## src/rtl/pwr_seq_pkg.sv

```systemverilog
package pwr_seq_pkg;
  localparam int unsigned NUM_LOOPS = 2;
  localparam int unsigned RF_IDX    = 0;
  localparam int unsigned IF_IDX    = 1;

  typedef struct packed {
    logic cp_tri;
    logic pfd_tri;
    logic buf_dis;
    logic r_rst;
    logic n_rst;
  } loop_ctl_t;

  localparam loop_ctl_t LOOP_OFF = '{cp_tri: 1'b1, pfd_tri: 1'b1, buf_dis: 1'b1,
                                     r_rst: 1'b1, n_rst: 1'b1};
endpackage

```

## src/rtl/pwr_sync.sv

```systemverilog
module pwr_sync #(
  parameter int unsigned STAGES = 2,
  parameter logic        RST_VAL = 1'b0
) (
  input  logic clk,
  input  logic rst_n,
  input  logic d,
  output logic q
);
  logic [STAGES-1:0] chain;

  generate
    for (genvar s = 0; s < STAGES; s++) begin : g_stage
      if (s == 0) begin : g_first
        always_ff @(posedge clk or negedge rst_n) begin
          if (!rst_n) chain[0] <= RST_VAL;
          else        chain[0] <= d;
        end
      end else begin : g_next
        always_ff @(posedge clk or negedge rst_n) begin
          if (!rst_n) chain[s] <= RST_VAL;
          else        chain[s] <= chain[s-1];
        end
      end
    end
  endgenerate

  assign q = chain[STAGES-1];
endmodule

```

## src/rtl/pwr_loop_ctrl.sv

```systemverilog
module pwr_loop_ctrl
  import pwr_seq_pkg::*;
(
  input  logic      clk,
  input  logic      rst_n,
  input  logic      pin_ok,
  input  logic      pd_bit,
  output logic      pd_o,
  output loop_ctl_t ctl
);
  logic pd_q;
  logic rel_hold_q;
  logic cnt_rst;

  // Enable pin overrides; otherwise the register bit decides.
  always_ff @(posedge clk or negedge rst_n) begin
    if (!rst_n) pd_q <= 1'b1;
    else        pd_q <= !pin_ok || pd_bit;
  end

  // Remembers last cycle's power state so the divider release trails by one edge.
  always_ff @(posedge clk or negedge rst_n) begin
    if (!rst_n) rel_hold_q <= 1'b1;
    else        rel_hold_q <= pd_q;
  end

  assign cnt_rst = pd_q || rel_hold_q;

  always_comb begin
    ctl.cp_tri  = pd_q;
    ctl.pfd_tri = pd_q;
    ctl.buf_dis = pd_q;
    ctl.r_rst   = cnt_rst;
    ctl.n_rst   = cnt_rst;
  end

  assign pd_o = pd_q;
endmodule

```

## src/rtl/pwr_osc_ctrl.sv

```systemverilog
module pwr_osc_ctrl #(
  parameter int unsigned N = 2
) (
  input  logic         clk,
  input  logic         rst_n,
  input  logic [N-1:0] loop_pd,
  input  logic         dbl_en,
  output logic         osc_dis
);
  logic dbl_q;

  always_ff @(posedge clk or negedge rst_n) begin
    if (!rst_n) dbl_q <= 1'b0;
    else        dbl_q <= dbl_en;
  end

  assign osc_dis = (&loop_pd) && !dbl_q;
endmodule

```

## src/rtl/dual_pll_pwr_seq.sv

```systemverilog
module dual_pll_pwr_seq
  import pwr_seq_pkg::*;
#(
  parameter int unsigned NLOOP       = NUM_LOOPS,
  parameter int unsigned SYNC_STAGES = 2
) (
  input  logic             clk_ref,
  input  logic             rst_n,
  input  logic [NLOOP-1:0] pll_en_pin,
  input  logic [NLOOP-1:0] pll_pd_bit,
  input  logic             dbl_en,
  output logic [NLOOP-1:0] cp_tri,
  output logic [NLOOP-1:0] pfd_tri,
  output logic [NLOOP-1:0] fin_buf_dis,
  output logic [NLOOP-1:0] r_cnt_rst,
  output logic [NLOOP-1:0] n_cnt_rst,
  output logic             osc_dis
);
  logic [NLOOP-1:0] pin_ok;
  logic [NLOOP-1:0] loop_pd;
  loop_ctl_t        ctl [NLOOP];

  generate
    for (genvar i = 0; i < NLOOP; i++) begin : g_loop
      pwr_sync #(.STAGES(SYNC_STAGES), .RST_VAL(1'b0)) u_sync (
        .clk   (clk_ref),
        .rst_n (rst_n),
        .d     (pll_en_pin[i]),
        .q     (pin_ok[i])
      );

      pwr_loop_ctrl u_ctrl (
        .clk    (clk_ref),
        .rst_n  (rst_n),
        .pin_ok (pin_ok[i]),
        .pd_bit (pll_pd_bit[i]),
        .pd_o   (loop_pd[i]),
        .ctl    (ctl[i])
      );

      assign cp_tri[i]      = ctl[i].cp_tri;
      assign pfd_tri[i]     = ctl[i].pfd_tri;
      assign fin_buf_dis[i] = ctl[i].buf_dis;
      assign r_cnt_rst[i]   = ctl[i].r_rst;
      assign n_cnt_rst[i]   = ctl[i].n_rst;
    end
  endgenerate

  pwr_osc_ctrl #(.N(NLOOP)) u_osc (
    .clk     (clk_ref),
    .rst_n   (rst_n),
    .loop_pd (loop_pd),
    .dbl_en  (dbl_en),
    .osc_dis (osc_dis)
  );
endmodule

```

## config.mk

```make
export PLATFORM = sky130hd
export DESIGN_NAME = dual_pll_pwr_seq
export DESIGN_NICKNAME = d
export VERILOG_FILES = /design/src/rtl/pwr_seq_pkg.sv /design/src/rtl/pwr_sync.sv /design/src/rtl/pwr_loop_ctrl.sv /design/src/rtl/pwr_osc_ctrl.sv /design/src/rtl/dual_pll_pwr_seq.sv
export SDC_FILE = /design/constraint.sdc
export NUM_CORES = 1
export LEC_CHECK = 0
export BUFFER_PORTS_ARGS = -buffer_cell sky130_fd_sc_hd__buf_2
export CAP_MARGIN = 0
export CELL_PAD_IN_SITES_DETAIL_PLACEMENT = 0
export CELL_PAD_IN_SITES_GLOBAL_PLACEMENT = 1
export CORE_AREA = 10 10 47 49
export CTS_CLUSTER_SIZE = 8
export DETAILED_ROUTE_END_ITERATION = 7
export DIE_AREA = 0 0 57 59
export PLACE_DENSITY_LB_ADDON = 0.1
export SYNTH_ARGS = -nofsm -noshare
export SYNTH_HDL_FRONTEND = slang
export SYNTH_SLANG_ARGS = --single-unit
```

## constraint.sdc

```tcl
create_clock -name clk_ref -period 0.9 [get_ports clk_ref]
set_input_delay 0.09 -clock clk_ref [delete_from_list [all_inputs] [get_ports clk_ref]]
set_output_delay 0.09 -clock clk_ref [all_outputs]
set_load 0.05 [all_outputs]
```

==> summary.md, run 1 <==
| Metric | Value |
|---|---|
| Vias | 209 |
| CTS tree | built |
| Share of cells above drive strength 1 | 0.659 |
| Sink Count | 9 |
| Run status | finished, violations left |
| Routed length per instance | roughly 11 µm |
| Endpoints failing setup | 11 |
| Die ar. | 3360 µm² |
| Total CTS buffers | 3 |
| Crit. End Element | primary output |
| Combinational power share | 0.208 |
| Syn_area_per_cell | 14.2 µm² |
| DP HPWL | 501 µm |
| RSZ-0062 raised after global routing | true |
| Final Hold Slack | 29.1 ps |
| DRC | 0 |
| Setup TNS | -3210 ps |
| Critical Path Source Type | flip-flop |
| Die Y | slightly below 60 µm |
| CTS root buf | clkbuf_4 |
| Fmax | 811 MHz |
| Worst clock skew | around 0.14 ps |
| Clock Path Buffers | 2 |
| H-tree depth | 1 |
| First-pass GRT wire length | between 1000 and 1500 µm |
| Distinct cells, synth | 6 |
| Internal power | 0.686 mW |
| Final hold viol count | 0 |
| Register area share after synthesis | 0.676 |
| Clk_lat worst skew | between 200 and 300 ps |
| Launch point of the worst reg-to-reg path | g_loop[1].u_ctrl.pd_o$_DFF_PN1_ |
| Hold Startpoint | pll_pd_bit[0] |
| Crit path max fanout | 4 |
| Design Area, Final | 543 µm² |
| Worst setup path start | g_loop[1].u_ctrl.pd_o$_DFF_PN1_ |
| Ys Warns | 0 |
| Rows | 14 |
| Core Region | about 1400 µm² |
| WL final | roughly 640 µm |
| Syn nets | 31 |
| Slew Viols, Final | 0 |
| Failing checks | negative setup slack |
| Clock network power share | 0.320 |
| Place WS | -157 ps |
| GRT overflow | 0 |
| # IOs | 18 |
| Worst-case vdd ir drop | roughly 0.76 mV |
| Fin crit period | about 1200 ps |
| ANT nets after route | 0 |
| Sequential power share | 0.472 |
| Drt first-iter violations | 0 |
| Largest net degree at the start of global routing | 10 |
| Initial antenna violation count | 0 |
| Crit path arrival time | 1140 ps |
| Initial Util | 0.243 |
| Final nets | between 40 and 50 |
| Switch Pwr | roughly 0.25 mW |
| TritonRoute pass-1 iters | 1 |
| Worst-Margin Slew | 193 ps |
| Antenna diode count | 0 |
| Number of global-route vias before repair | 256 |
| Worst-path clk slew | 60 ps |
| Worst Path Required | approximately 810 ps |
| Maxcap violations | 0 |
| IO buf count | 17 |
| DP Area | 385 µm² |
| Cell Count Post-Placement | 49 |
| Slew HR | 0.871 |
| Total GRT Usage | 0.0440 |
| Sw frac | 0.265 |
| Die W | 57 µm |
| Post-Synthesis Cells | 24 |
| Vias per cell | 3.67 |
| Flip-flop and latch count after synthesis | 9 |
| Tcrit/Tclk final | 1.37 |
| PwrDens | 1720 nW/µm² |
| Placer Congestion | 0.566 |
| Area Growth Syn to Fin | 59.6% |
| Post-CTS setup buffers | 0 |
| Highest-count cells in the layout ignoring fill and taps | buf_2, buf_8, dfrtp_1, buf_6 |
| Layout Cells excl Fill | 57 |
| Fin util | 0.388 |
| Leakage power | 0.252 nW |
| Worst setup margin | -332 ps |
| Synth Cell Area | 340 µm² |
| Tightest Hold Check Type | in2reg |
| Tot Pwr | 0.934 mW |
| Crit path kind | reg2out |
## critical path: stages, from the launching register on
cell and delay, ps:
dfstp_2 550, and3b_2 190, buf_6 150
## state kept, by name, summed over array words and instances (netlist names)
signal and cells:
g_loop.u_sync.q 2, g_loop.u_ctrl.rel_hold_q 2, u_osc.dbl_q 1, g_loop.u_sync.chain 2, g_loop.u_ctrl.pd_o 2
## path summary, 6_finish.rpt
check / to / slack [ps] / cells past startpoint
hold / removal: g_loop[0].u_ctrl.pd_o$_DFF_PN1_ / 30 / 2
min in group asynchronous: g_loop[0].u_sync.chain[0]$_DFF_PN0_ / 200 / 2
hold reg to reg: g_loop[0].u_sync.q$_DFF_PN0_ / 370 / 0
setup reg to reg: g_loop[1].u_ctrl.rel_hold_q$_DFF_PN1_ / 300 / 0
max in group asynchronous: g_loop[1].u_ctrl.rel_hold_q$_DFF_PN1_ / 450 / 2
setup / recovery: osc_dis / -330 / 2
## area by class of cell
type	instances	area, µm²
clock buffer	4	26.3
multi-input combinational	5	35.0
fill	144	858
sequential	9	230
tap	16	20.0
timing repair buffer	23	231
## power by group through the flow
stage / logic (mW) / clock network, mW / registers (mW)
2_1_floorplan: 0.119 / 0 / 0.446
3_3_place_gp: 0.138 / 0 / 0.446
3_5_place_dp: 0.139 / 0 / 0.448
4_1_cts: 0.196 / 0.317 / 0.441
5_1_grt: 0.203 / 0.351 / 0.443
6_report: 0.194 / 0.299 / 0.441
## cell usage after synthesis
cell type | number | area share
buf_4 | 10 | 0.22
dfrtp_1 | 5 | 0.37
dfstp_2 | 4 | 0.31
nand2b_1 | 2 | 0.037
or2_1 | 2 | 0.037
and3b_2 | 1 | 0.029
## metal layers
layer / track usage / vias up / routed length (µm)
met3: 0.0322 / 0 / 113
met1: 0.0352 / 97 / 218
li1: - / 99 / -
met2: 0.0651 / 13 / 311
met4: 0.0503 / 0 / 0
met5: 0 / - / 0
## cells by family (layout without fill, tap and decap cells)
kind of cell,count (synthesis),after routing,synth area share
buffers and inverters,10,27,0.221
DFF,9,9,0.676
and+or+nand+nor,5,5,0.103
## what timing repair did
item	in CTS	in global routing
gates resized for setup	28	0
pin swaps	0	0
endpoints found under the setup margin	11	11
hold buffers	4	0
endpoints found under the hold margin	12	0
No activity file was read; power rests on OpenSTA's default activity.
==> inputs of run 2 (changes only) <==
- ABC_CLOCK_PERIOD_IN_PS: unset -> 900
- SYNTH_HIERARCHICAL: unset -> 1
==> summary.md, run 2 <==
| Metric | Value |
|---|---|
| Worst Path Required | 810 ps |
| Highest-count cells in the layout ignoring fill and taps | buf_8, buf_2, dfrtp_1, dfstp_2, dlygate4sd3_1 |
| Share of cells above drive strength 1 | 0.683 |
| Most used DFF post-synth | dfrtp_1 |
| Most numerous cell in the Yosys netlist | buf_4 |
| Area taken by multi-input logic gates | 37.5 µm² |
| Post-synth top area share | 0.369 |
| Core Region | 1400 µm² |
| IO buf count | 17 |
| Syn nets | 31 |
| Post-Synthesis Cells | 24 |
| Critical Path Source Type | flip-flop |
| # IOs | 18 |
| Largest family of logic cells by synthesized area | buffers and inverters |
| Maxcap violations | 0 |
| Area occupied by registers | 230 µm² |
| GRT overflow | 0 |
| EDFF count, synth | 0 |
| Failing checks | negative setup slack |
| Initial antenna violation count | 0 |
| Crit path kind | reg2out |
| Fin crit period | 1230 ps |
| Synth Cell Area | 339 µm² |
| Rows | 14 |
| Flip-flop and latch count after synthesis | 9 |
| Syn_area_per_cell | 14.1 µm² |
| Vias per cell | 3.86 |
| Worst-Margin Slew | 202 ps |
| H-tree depth | 1 |
| Run status | finished, violations left |
| Area Growth Syn to Fin | 63.1% |
| Main area contributors after synthesis | dfrtp_1, dfstp_2, buf_4 |
| Leakage power | ~0.26 nW |
| Endpoints failing setup | 11 |
| TritonRoute pass-1 iters | 1 |
| Distinct cells, synth | 6 |
| ANT nets after route | 0 |
| Fmax | 813 MHz |
| Clock Path Buffers | 2 |
| Most common library cells after synthesis | buf_4, dfrtp_1, dfstp_2, nand2b_1, or2_1 |
| Total CTS buffers | 3 |
| PwrDens | 1700 nW/µm² |
| Fraction of registers with async set/reset | 1.00 |
| Synth Area in Simple Gates | 0.0996 |
| Number of global-route vias before repair | about 270 |
| Initial Util | 0.242 |
| Register area share after synthesis | 0.679 |
| DRC | 0 |
| Drt first-iter violations | 0 |
| Total GRT Usage | 0.0475 |
| Worst clock skew | ~0.11 ps |
| Post-CTS setup buffers | 0 |
| Routed length per instance | ~12 µm |
| RSZ-0062 raised after global routing | true |
| Setup TNS | -3160 ps |
| Placer Congestion | 0.550 |
| Fin util | 0.395 |
| Tcrit/Tclk final | 1.37 |
| Ys Warns | 6 |
| Worst-path clk slew | 60 ps |
| Die Y | 59 µm |
| Tightest Hold Check Type | in2reg |
| Final nets | 49 |
| Post-synthesis xor/xnor area fraction | 0 |
| Largest net degree at the start of global routing | 10 |
| Crit. End Element | primary output |
| Yosys top cell by area | dfrtp_1 |
| Die W | 57 µm |
| Post-synthesis compound-gate area fraction | 0 |
| Clk_lat worst skew | 250 ps |
| Post-Synth Adder-Cell Area | 0 |
| Cell Count Post-Placement | 49 |
| Slew Viols, Final | 0 |
| Vias | 220 |
| Sink Count | 9 |
| Layout Cells excl Fill | 57 |
| Die ar. | 3360 µm² |
| Crit path arrival time | 1140 ps |
| CTS tree | built |
| Slew HR | 0.866 |
| Worst setup margin | -330 ps |
| Post-synthesis mux area share | 0 |
| Worst-case vdd ir drop | 0.740 mV |
| Final hold viol count | 0 |
| Fill count | 143 |
| First-pass GRT wire length | 1240 µm |
| Most common cell after layout, fill and taps aside | buf_8 |
| WL final | ~670 µm |
| CTS root buf | clkbuf_4 |
| Crit path max fanout | 4 |
| Antenna diode count | 0 |
run 2: cell counts after synthesis:
Identical to the previous run, type by type.
run 2: metrics by stage:
step	hold WS, ps	setup WS (ps)	area, µm²	total power [mW]
final	28.9	-330	553	0.940
after detailed placement	-50.0	-154	385	0.586
after CTS	16.3	-355	543	0.961
after floorplan	-206	-77.6	355	0.565
after global placement	-58.8	-144	385	0.584
after global routing	14.1	-395	553	1.01
run 2: path summary, 6_finish.rpt:
path / start / end / cells past startpoint / slack, ps
max: g_loop[0].u_ctrl/pd_o$_DFF_PN1_ / osc_dis / 2 / -330
min: pll_pd_bit[0] / g_loop[0].u_ctrl/pd_o$_DFF_PN1_ / 2 / 30
max reg2reg: g_loop[0].u_ctrl/pd_o$_DFF_PN1_ / g_loop[0].u_ctrl/rel_hold_q$_DFF_PN1_ / 0 / 290
min reg2reg: g_loop[1].u_sync/chain[0]$_DFF_PN0_ / g_loop[1].u_sync/q$_DFF_PN0_ / 0 / 360
max in group asynchronous: rst_n / g_loop[1].u_ctrl/pd_o$_DFF_PN1_ / 2 / 440
min in group asynchronous: rst_n / g_loop[0].u_sync/chain[0]$_DFF_PN0_ / 2 / 210
run 2: kinds of logic after synthesis:
| group | after synthesis |
|---|---|
| flops | 9 |
| simple gates | 5 |
| buf+inv | 10 |
run 2: layout make-up:
| type | instances | share of cell area |
|---|---|---|
| multi-input combinational | 5 | 0.0679 |
| tap | 16 | 0.0362 |
| sequential | 9 | 0.416 |
| timing repair buffer | 23 | 0.432 |
| clock buffer | 4 | 0.0475 |
run 2: what timing repair did:
item,CTS,global route
hold buffers,4,0
hold endpoints to repair,12,0
setup endpoints to repair,11,11
pin swaps,0,1
gates resized for setup,28,3
cloned,0,0
run 2: critical path: stages (launching register included):
cell and delay (ps):
dfstp_2 550, and3b_2 190, buf_6 150
run 2: metal layers:
metal	global-route usage	share of wire
met5	0	0
met4	0.0503	0
met3	0.0386	0.17
met2	0.0713	0.51
met1	0.0365	0.32
run 2: report_power, final:
group	total (mW)	switching [mW]	internal, mW
registers	0.441	0.00825	0.433
logic	0.198	0.111	0.0862
clock network	0.302	0.131	0.170
